<file path="src/rtl/shadow_cfg_pkg.sv">
package shadow_cfg_pkg;
  localparam int CFG_REGS   = 18;
  localparam int SEL_CACHE  = 2;
  localparam int SEL_SEG_C  = 4;
  localparam int SEL_SEG_D  = 5;
  localparam int SEL_SEG_EF = 6;

  // Bits a write may set in register i.
  function automatic logic [7:0] keep_mask(int unsigned i);
    case (i)
      0:       keep_mask = 8'h7F;
      12:      keep_mask = 8'hCF;
      default: keep_mask = 8'hFF;
    endcase
  endfunction

  typedef struct packed {
    logic wr_dram;
    logic rd_dram;
  } route_t;
endpackage

</file>
<file path="src/rtl/shadow_cfg_regfile.sv">
module shadow_cfg_regfile
  import shadow_cfg_pkg::*;
#(
  parameter int          IO_AW    = 16,
  parameter int          DW       = 8,
  parameter int          NREGS    = CFG_REGS,
  parameter logic [15:0] IDX_PORT = 16'h0022,
  parameter logic [15:0] DAT_PORT = 16'h0024
) (
  input  logic                     clk,
  input  logic                     rst,
  input  logic [IO_AW-1:0]         io_addr,
  input  logic                     io_wr,
  input  logic                     io_rd,
  input  logic [DW-1:0]            io_wdata,
  output logic [DW-1:0]            io_rdata,
  output logic [DW-1:0]            idx_o,
  output logic [NREGS-1:0][DW-1:0] regs_o
);
  localparam logic [IO_AW-1:0] IDX_A = IO_AW'(IDX_PORT);
  localparam logic [IO_AW-1:0] DAT_A = IO_AW'(DAT_PORT);

  logic                     idx_wr, dat_wr, dat_rd;
  logic [DW-1:0]            idx_q;
  logic [NREGS-1:0][DW-1:0] regs_q;
  logic [DW-1:0]            sel_val;

  assign idx_wr = io_wr && (io_addr == IDX_A);
  assign dat_wr = io_wr && (io_addr == DAT_A);
  assign dat_rd = io_rd && (io_addr == DAT_A);

  always_ff @(posedge clk) begin
    if (rst)         idx_q <= '0;
    else if (idx_wr) idx_q <= io_wdata;
  end

  for (genvar g = 0; g < NREGS; g++) begin : g_reg
    localparam logic [DW-1:0] KEEP = DW'(keep_mask(g));
    always_ff @(posedge clk) begin
      if (rst)
        regs_q[g] <= '0;
      else if (dat_wr && idx_q == DW'(g))
        regs_q[g] <= io_wdata & KEEP;
    end
  end

  always_comb begin
    sel_val = '0;
    for (int i = 0; i < NREGS; i++)
      if (idx_q == DW'(i)) sel_val = regs_q[i];
  end

  assign io_rdata = dat_rd ? sel_val : '1;
  assign idx_o    = idx_q;
  assign regs_o   = regs_q;
endmodule

</file>
<file path="src/rtl/shadow_route_decode.sv">
module shadow_route_decode
  import shadow_cfg_pkg::*;
#(
  parameter int MAW = 20,
  parameter int DW  = 8
) (
  input  logic [MAW-1:0] mem_addr,
  input  logic           mem_valid,
  input  logic [DW-1:0]  seg_c,
  input  logic [DW-1:0]  seg_d,
  input  logic [3:0]     seg_ef,
  output logic           rd_dram,
  output logic           wr_dram
);
  localparam int GRANS = 4;

  logic [3:0]  seg_sel;
  logic [1:0]  gran;
  route_t      c_fld [GRANS];
  route_t      d_fld [GRANS];
  route_t      pick;
  logic        unused_low;

  assign seg_sel    = mem_addr[MAW-1 -: 4];
  assign gran       = mem_addr[MAW-5 -: 2];
  assign unused_low = ^mem_addr[MAW-7:0];

  for (genvar g = 0; g < GRANS; g++) begin : g_gran
    assign c_fld[g] = '{wr_dram: seg_c[2*g+1], rd_dram: seg_c[2*g]};
    assign d_fld[g] = '{wr_dram: seg_d[2*g+1], rd_dram: seg_d[2*g]};
  end

  always_comb begin
    case (seg_sel)
      4'hC:    pick = c_fld[gran];
      4'hD:    pick = d_fld[gran];
      4'hE:    pick = '{wr_dram: seg_ef[1], rd_dram: seg_ef[0]};
      4'hF:    pick = '{wr_dram: seg_ef[3], rd_dram: seg_ef[2]};
      default: pick = '0;
    endcase
  end

  assign rd_dram = mem_valid && pick.rd_dram;
  assign wr_dram = mem_valid && pick.wr_dram;
endmodule

</file>
<file path="src/rtl/chipset_shadow_cfg.sv">
module chipset_shadow_cfg
  import shadow_cfg_pkg::*;
#(
  parameter int          IO_AW    = 16,
  parameter int          DW       = 8,
  parameter int          MAW      = 20,
  parameter int          NREGS    = CFG_REGS,
  parameter logic [15:0] IDX_PORT = 16'h0022,
  parameter logic [15:0] DAT_PORT = 16'h0024
) (
  input  logic             clk,
  input  logic             rst,
  input  logic [IO_AW-1:0] io_addr,
  input  logic             io_wr,
  input  logic             io_rd,
  input  logic [DW-1:0]    io_wdata,
  output logic [DW-1:0]    io_rdata,
  input  logic [MAW-1:0]   mem_addr,
  input  logic             mem_valid,
  output logic             read_internal,
  output logic             write_internal,
  output logic             cache_ext_en
);
  logic [DW-1:0]            cfg_idx;
  logic [NREGS-1:0][DW-1:0] cfg_regs;
  logic                     unused_cfg;

  shadow_cfg_regfile #(
    .IO_AW(IO_AW), .DW(DW), .NREGS(NREGS),
    .IDX_PORT(IDX_PORT), .DAT_PORT(DAT_PORT)
  ) u_regs (
    .clk(clk), .rst(rst),
    .io_addr(io_addr), .io_wr(io_wr), .io_rd(io_rd),
    .io_wdata(io_wdata), .io_rdata(io_rdata),
    .idx_o(cfg_idx), .regs_o(cfg_regs)
  );

  shadow_route_decode #(.MAW(MAW), .DW(DW)) u_route (
    .mem_addr(mem_addr), .mem_valid(mem_valid),
    .seg_c(cfg_regs[SEL_SEG_C]), .seg_d(cfg_regs[SEL_SEG_D]),
    .seg_ef(cfg_regs[SEL_SEG_EF][3:0]),
    .rd_dram(read_internal), .wr_dram(write_internal)
  );

  assign cache_ext_en = cfg_regs[SEL_CACHE][2] || cfg_regs[SEL_CACHE][3];
  assign unused_cfg   = ^{cfg_idx, cfg_regs};
endmodule

</file>
<file path="config.mk">
export PLATFORM = sky130hd
export DESIGN_NAME = chipset_shadow_cfg
export DESIGN_NICKNAME = d
export VERILOG_FILES = /design/src/rtl/shadow_cfg_pkg.sv /design/src/rtl/shadow_cfg_regfile.sv /design/src/rtl/shadow_route_decode.sv /design/src/rtl/chipset_shadow_cfg.sv
export SDC_FILE = /design/constraint.sdc
export NUM_CORES = 1
export LEC_CHECK = 0
export ABC_CLOCK_PERIOD_IN_PS = 2300
export BUFFER_PORTS_ARGS = -buffer_cell sky130_fd_sc_hd__buf_2
export CORE_AREA = 5 5 160 116
export DETAILED_ROUTE_END_ITERATION = 6
export DIE_AREA = 0 0 165 121
export GPL_TIMING_DRIVEN = 0
export PLACE_DENSITY_LB_ADDON = 0.25
export SKIP_LAST_GASP = 1
export SLEW_MARGIN = 20
export SYNTH_ARGS = -nofsm -noshare
export SYNTH_HDL_FRONTEND = slang
export SYNTH_HIERARCHICAL = 1
export SYNTH_SLANG_ARGS = --single-unit
</file>
<file path="constraint.sdc">
create_clock -name clk -period 2.3 [get_ports clk]
set_input_delay 0.46 -clock clk [delete_from_list [all_inputs] [get_ports clk]]
set_output_delay 0.46 -clock clk [all_outputs]
set_load 0.05 [all_outputs]
</file>
==> Word level (Yosys, flattened, before mapping) <==
Index checks and enable logic that the tools add are counted.
{ "totals": {"regBits": 149, "output_inout_bits": 11} }
{ "classes": {"magnitude_cmp": 1, "eq_ne": 23, "n_mux": 26, "bitwise_logic": 1, "n_reduce_logical": 25} }
{ "op_table": {"columns": ["operator", "n"], "rows": [
  ["$mux 8", 18],
  ["$eq 8x4->1 const B", 8],
  ["$eq 16x6->1 const B", 2],
  ["$eq 8x3->1 const B", 4],
  ["$logic_and 1x1->1", 23],
  ["$eq 4x4->1 const B", 4],
  ["$eq 8x2->1 const B", 2],
  ["$eq 8x5->1 const B", 2],
  ["$bmux 2 s2", 2],
  ["$eq 8x1->1 const B", 1],
  ["$logic_not 8->1", 1],
  ["$mux 2", 4],
  ["$pmux 2 s4", 1],
  ["$mux 7", 1],
  ["$ge 3x3->1 const B", 1],
  ["$not 2->3", 1],
  ["$logic_or 1x1->1", 1]
]} }

==> Depth between registers and ports, before layout <==
Gate-level depths: netlist (run 1).
{ "logic_depth": {"ltp_word": 20, "ltp_mapped": 9, "ltp_nobuf": 6} }

==> Hierarchy <==
The synthesis (run 1) kept the hierarchy.
{ "by_module_without_submodules": {"columns": ["mod", "instances", "cells_per_inst", "area_per_inst_um2", "seq_area_each_um2"], "rows": [
  ["shadow_cfg_regfile", 1, 807, 7208.2, 2982.9],
  ["shadow_route_decode", 1, 14, 175.2, 0.0],
  ["chipset_shadow_cfg", 1, 1, 6.3, 0.0]
]} }

==> Worst setup path before layout (run 1) <==
No wires, ideal clock.
{ "synth_path": {"path_kind": "register to output", "start": "register u_regs.idx_q[0], in the netlist u_regs/idx_o[0]", "end": "output port io_rdata[5]", "arrival_ns": 2.847, "required_ns": 1.840, "slack_ns": -1.007, "stages_incl_launch_ff": 10, "path_buffers": 5, "cell_sequence": "dfxtp_1 buf_2 buf_2 buf_2 buf_1 clkbuf_1 nand2_1 a21oi_1 nor2_1 o21ai_0"} }
{ "synth_via": {"elab_chain_len": 20, "elab_cells_between_ends": 37} }
{ "synth_rtl": {"columns": ["element", "line", "rtl"], "rows": [
  ["from (decl)", "shadow_cfg_regfile.sv:24", "logic [DW-1:0] idx_q;"],
  ["from (signal assigned)", "shadow_cfg_regfile.sv:34", "else if (idx_wr) idx_q <= io_wdata;"],
  ["$logic_not 8->1", "shadow_cfg_regfile.sv:50", "if (idx_q == DW'(i)) sel_val = regs_q[i];"],
  ["$mux 7", "shadow_cfg_regfile.sv:50", null],
  ["$mux 8 (16 in a row)", "shadow_cfg_regfile.sv:50", null],
  ["$mux 8 *", "shadow_cfg_regfile.sv:50", null],
  ["$mux 8 *", "shadow_cfg_regfile.sv:53", "assign io_rdata = dat_rd ? sel_val : '1;"],
  ["to (decl)", "chipset_shadow_cfg.sv:17", "output logic [DW-1:0] io_rdata,"]
]} }
Every way passes the cells marked *; elsewhere a longest branch is shown, timed or not.

==> Worst setup path after layout (run 1) <==
{ "layout_path": {"start": "register u_regs.idx_q[7], in the netlist u_regs/idx_o[7]", "end": "output port io_rdata[6]"} }
The elaborated chain is that of the path after synthesis.

==> flow_metrics.env, run 1 <==
export IMPL_antenna_cells=0
export IMPL_dieArea_mm2=0.0200
export IMPL_viasPerCell=6.16
export IMPL_p_per_area_mw_per_mm2=588
export IMPL_fin_setup_tns_ns=-8.57
export IMPL_grt_overflow_total=0
export IMPL_io_pins=60
export IMPL_violations="setup timing"
export IMPL_dp_hpwl_um=19000
export IMPL_crit_fanout=7
export IMPL_groute_usage_overall_pct=28.4
export IMPL_grt_setup_unrepaired="true"
export IMPL_die_h_um=121
export IMPL_leakage_nw=3.83
export IMPL_dieWidth_um=165
export IMPL_fin_worst_skew_ns=0.00654
export IMPL_drt_iter0_drc=983
export IMPL_wl_um=28700
export IMPL_final_setup_worst_slack_ns=-0.951
export IMPL_hold_class="reg -> reg"
export IMPL_synth_fp_nets=867
export IMPL_drc=0
export IMPL_gp_congestion=1.07
export IMPL_antenna_left=0
export IMPL_clkLatencyLatePin_ns=0.43
export IMPL_final_period_utilization_pct=141
export IMPL_peakVddDrop_mv=0.517
export IMPL_finalHoldViolCount=0
export IMPL_start_kind="register"
export IMPL_syn_inst=818
export IMPL_grt_max_degree=17
export IMPL_grt_pass1_vias=6506
export IMPL_grt_first_pass_wirelength_um=41300
export IMPL_clock_sinks=149
export IMPL_cts_tree="yes"
export IMPL_yosysWarnings=6
export IMPL_drtPass1Iterations=6
export IMPL_place_inst=1084
export IMPL_area_delta_synth_final_pct=31.9
export IMPL_drv_slew=0
export IMPL_run_status="complete, but fails checks"
export IMPL_fin_crit_ns=3.25
export IMPL_clockRootBuffer="clkbuf_16"
export IMPL_vias=7091
export IMPL_wire_per_inst_um=24.9
export IMPL_fmax_mhz=308
export IMPL_critPathKind="reg -> out"
export IMPL_required_ns=1.84
export IMPL_maxCapViolCount=0
export IMPL_nets=957
export IMPL_clkTransAtPathRegs_ns=0.06
export IMPL_cts_buffer_depth=2
export IMPL_slew_headroom_pct=35.6
export IMPL_final_cell_count_no_fill=1152
export IMPL_start_util_pct=43.8
export IMPL_row_count=40
export IMPL_antenna_found_initial=1
export IMPL_cp_arrival_ns=2.79
export IMPL_syn_avg_cell_area_um2=9.00
export IMPL_drive_above_1_share_pct=27.5
export IMPL_cts_buffers=17
export IMPL_worst_slew_pin_slew_ns=0.966
export IMPL_setup_viol=32
export IMPL_num_fill_cells=1510
export IMPL_cts_htree_levels=4
export IMPL_end_kind="primary output"
export IMPL_io_buffer_count=35
export IMPL_syn_area_mm2=0.00736
export IMPL_cts_hold_buf=0
export IMPL_coreArea_mm2=0.0168
export IMPL_finalPower_w=0.00571
## repair_timing
item	in CTS	in global routing
buffers inserted	30	14
pin swaps	28	26
cloned	3	0
setup endpoints to repair	133	107
resized for setup	133	43
## worst max-delay path: stages, from the launching register on
cell	delay [ns]
dfxtp_4	0.38
or4_4	0.61
a211oi_4	0.30
nor3_2	0.07
a21oi_2	0.20
o221ai_2	0.18
a221o_2	0.44
buf_8	0.16
## layout make-up
class                           instances  area [µm²]  share of cell area (%)
Multi-Input combinational cell        596        4640                    47.7
Inverter                                3        11.3                   0.116
Buffer                                 61         433                    4.46
Clock inverter                         13         173                    1.78
Sequential cell                       149        3000                    30.9
Clock buffer                           19         443                    4.56
Tap cell                              231         289                    2.97
Timing Repair Buffer                   80         728                    7.50
## routing by layer
layer	wire length (µm)	part of all wire, %	up-vias	track usage, %
met3	4220	15	74	11.4
met1	12400	43	3419	42.0
li1	-	-	3110	-
met2	11300	39	486	37.6
met5	8	0.028	-	0
met4	727	2.5	2	7.90
## placed cells by master, fill, tap and decap left out, drive strengths merged, types with 11 or more instances in the layout
cell	count
nand2	49
a21oi	46
nor2	151
o21ai	23
mux4	12
nor2b	11
nor3	17
dfxtp	149
buf	93
nand3	35
clkbuf	64
mux2i	138
## flip-flops by register name, indices dropped and copies added (netlist names)
register / flops
u_regs/regs_o: 141
u_regs/idx_o: 8
## worst paths after layout
| kind | end | depth (start not counted) | slack, ns | start |
|---|---|---|---|---|
| worst max register to register | u_regs/regs_o[57] | 9 | -0.11 | u_regs/idx_o[7] |
| worst max-delay path | io_rdata[6] | 7 | -0.95 | u_regs/idx_o[7] |
| worst min register to register | u_regs/regs_o[129] | 2 | 0.46 | u_regs/regs_o[129] |
| worst min-delay path | u_regs/regs_o[129] | 2 | 0.46 | u_regs/regs_o[129] |
## where the power goes
group          leakage (nW)  internal (W)  switching [W]  total [W]
clock network         0.292       0.00175        0.00119    0.00294
registers              1.20       0.00257  0.00000000341    0.00257
logic                  2.33     0.0000415       0.000154   0.000196
## through the flow
stage / area [µm²] / utilization (%) / hold WS, ns / worst slack, ns
detailed placement: 7970 / 47.4 / 0.451 / -1.21
finish: 9720 / 57.8 / 0.458 / -0.951
global route: 9720 / 57.8 / 0.480 / -0.965
CTS: 9450 / 56.2 / 0.460 / -0.836
floorplan: 7510 / - / 0.432 / -0.278
global placement: 7970 / 47.4 / 0.442 / -1.21
No activity file was read; power rests on OpenSTA's default activity.
==> run 2, diff against run 1 <==
Settings changed: CTS_BUF_LIST set to sky130_fd_sc_hd__clkbuf_8.
==> run 2 against run 1 <==
Net effect: the flow still finishes with violations (setup timing); combinational power about the same; worst hold slack better by 0.0063 ns; register-to-register slack better by 0.02 ns; sequential cell count unchanged; routed wire length down 2.3%; total power down 13%; sequential power about the same; critical endpoint unchanged; setup slack better by 0.015 ns; non-clock buffer count down 8; first-iteration DRC count up 5.1%; via count down 2.1%.
==> flow_metrics.env, run 2 (same netlist as run 1, synthesis figures left out) <==
export IMPL_run_status="complete, but fails checks"
export IMPL_violations="setup timing"
export IMPL_finalHoldViolCount=0
export IMPL_drtPass1Iterations=6
export IMPL_largest_reg_flops=141
export IMPL_io_pins=60
export IMPL_grt_first_pass_wirelength_um=40700
export IMPL_cts_buffers=17
export IMPL_wl_um=28000
export IMPL_fmax_mhz=309
export IMPL_drive_above_1_share_pct=27.1
export IMPL_netSwitchingPower_w=0.00125
export IMPL_viasPerCell=6.07
export IMPL_leakage_nw=3.69
export IMPL_worst_hold_path_num_cells=2
export IMPL_register_area_mm2=0.00300
export IMPL_required_ns=1.84
export IMPL_groute_usage_overall_pct=27.8
export IMPL_r2r_end="u_regs/regs_o[43]"
export IMPL_place_inst=1084
export IMPL_grt_pass1_vias=6335
export IMPL_final_cell_mix="145 x nor2_1, 142 x dfxtp_1, 132 x mux2i_1, 44 x nand2_1, 39 x a21oi_1"
export IMPL_nets=949
export IMPL_end_kind="primary output"
export IMPL_coreArea_mm2=0.0168
export IMPL_dieWidth_um=165
export IMPL_slew_headroom_pct=37.7
export IMPL_cts_hold_buf=0
export IMPL_r2r_worst_path_cells=9
export IMPL_intPower_w=0.00373
export IMPL_io_buffer_count=35
export IMPL_final_common_cell="nor2_1"
export IMPL_clkTransAtPathRegs_ns=0.09
export IMPL_cts_buffer_depth=2
export IMPL_row_count=40
export IMPL_fin_crit_ns=3.24
export IMPL_grt_max_degree=17
export IMPL_cp_arrival_ns=2.78
export IMPL_cts_tree="yes"
export IMPL_dieArea_mm2=0.0200
export IMPL_utilization_pct=56.0
export IMPL_pre_cts_ws_ns=-1.21
export IMPL_antenna_left=0
export IMPL_cts_htree_levels=4
export IMPL_gp_congestion=1.07
export IMPL_drc=0
export IMPL_p_seq_share_pct=51.6
export IMPL_pwr_share_comb_pct=4.0
export IMPL_hold_class="reg -> reg"
export IMPL_p_sw_share_pct=25.2
export IMPL_drt_iter0_drc=1033
export IMPL_p_clk_share_pct=44.4
export IMPL_worstReg2RegStart="u_regs/idx_o[7]"
export IMPL_grt_overflow_total=0
export IMPL_clock_sinks=149
export IMPL_dp_hpwl_um=19000
export IMPL_crit_fanout=8
export IMPL_final_period_utilization_pct=141
export IMPL_setup_viol=29
export IMPL_fin_worst_skew_ns=0.0113
export IMPL_multi_input_area_mm2=0.00464
export IMPL_start_kind="register"
export IMPL_final_setup_worst_slack_ns=-0.936
export IMPL_antenna_cells=0
export IMPL_maxCapViolCount=0
export IMPL_worst_slew_pin_slew_ns=0.934
export IMPL_vias=6942
export IMPL_clockRootBuffer="clkbuf_8"
export IMPL_wire_per_inst_um=24.5
export IMPL_final_cell_count_no_fill=1144
export IMPL_r2r_slack_ns=-0.09
export IMPL_peakVddDrop_mv=0.771
export IMPL_hold_start="u_regs/regs_o[129]"
export IMPL_clkLatencyLatePin_ns=0.47
export IMPL_drv_slew=0
export IMPL_worst_hold_path_endpoint="u_regs/regs_o[129]"
export IMPL_grt_setup_unrepaired="true"
export IMPL_die_h_um=121
export IMPL_p_per_area_mw_per_mm2=528
export IMPL_start_util_pct=43.8
export IMPL_antenna_found_initial=2
export IMPL_area_delta_synth_final_pct=28.0
export IMPL_num_fill_cells=1548
export IMPL_critPathKind="reg -> out"
run 2: through the flow:
stage               total power (W)  instance area [µm²]  TNS [ns]  hold slack (ns)
floorplan                   0.00273                 7510     -1.45            0.432
global placement            0.00283                 7970    -65.01            0.442
detailed placement          0.00283                 7970    -63.69            0.451
CTS                         0.00499                 9170     -7.66            0.463
global route                0.00511                 9420     -9.03            0.483
finish                      0.00498                 9420     -7.35            0.464
run 2: area by class of cell:
| class | count | share of cell area, % |
|---|---|---|
| repair buffers | 73 | 6.53 |
| clock buffers | 18 | 2.63 |
| flip-flops and latches | 149 | 31.9 |
| clock inverters | 14 | 1.87 |
| well taps | 231 | 3.07 |
| multi-input cells | 596 | 49.2 |
| plain buffers | 60 | 4.67 |
| inverters | 3 | 0.119 |
run 2: timing repair:
item | 4_1_cts | 5_1_grt
resized for setup | 138 | 50
setup endpoints to repair | 131 | 109
pin swaps | 30 | 24
hold endpoints to repair | 0 | 0
cloned | 0 | 1
setup buffers | 28 | 11
run 2: worst max path at each step:
stage                          startpoint     endpoint  slack [ns]  cells after the start
after global routing      u_regs/idx_o[7]  io_rdata[6]       -0.97                      7
after global placement    u_regs/idx_o[1]  io_rdata[7]       -1.21                      9
after floorplan           u_regs/idx_o[4]  io_rdata[3]       -0.28                      9
final                     u_regs/idx_o[7]  io_rdata[6]       -0.94                      7
after CTS                 u_regs/idx_o[4]  io_rdata[6]       -0.88                      8
after detailed placement  u_regs/idx_o[1]  io_rdata[7]       -1.21                      9
run 2: power by group through the flow:
stage	logic, W	clock network (W)	registers, W
after global routing	0.000203	0.00234	0.00257
after floorplan	0.0000883	0	0.00264
after detailed placement	0.000188	0	0.00264
after CTS	0.000189	0.00222	0.00258
after global placement	0.000188	0	0.00264
final	0.000198	0.00221	0.00257
run 2: per-layer routing:
layer  track usage, %  part of all wire [%]  wire length (µm)  vias up
met5                0                  0.19                53        -
met4             7.17                   1.8               493        2
met3             10.0                    14              3920       42
met2             36.6                    39             11100      425
met1             42.2                    45             12500     3389
li1                 -                     -                 -     3084
run 2: critical path, cell delays in order, from the launching register on:
cell	delay, ns
dfxtp_4	0.37
or4_4	0.62
a211oi_4	0.27
nor3_2	0.10
a21oi_2	0.21
o221ai_2	0.17
a221o_2	0.40
buf_6	0.16
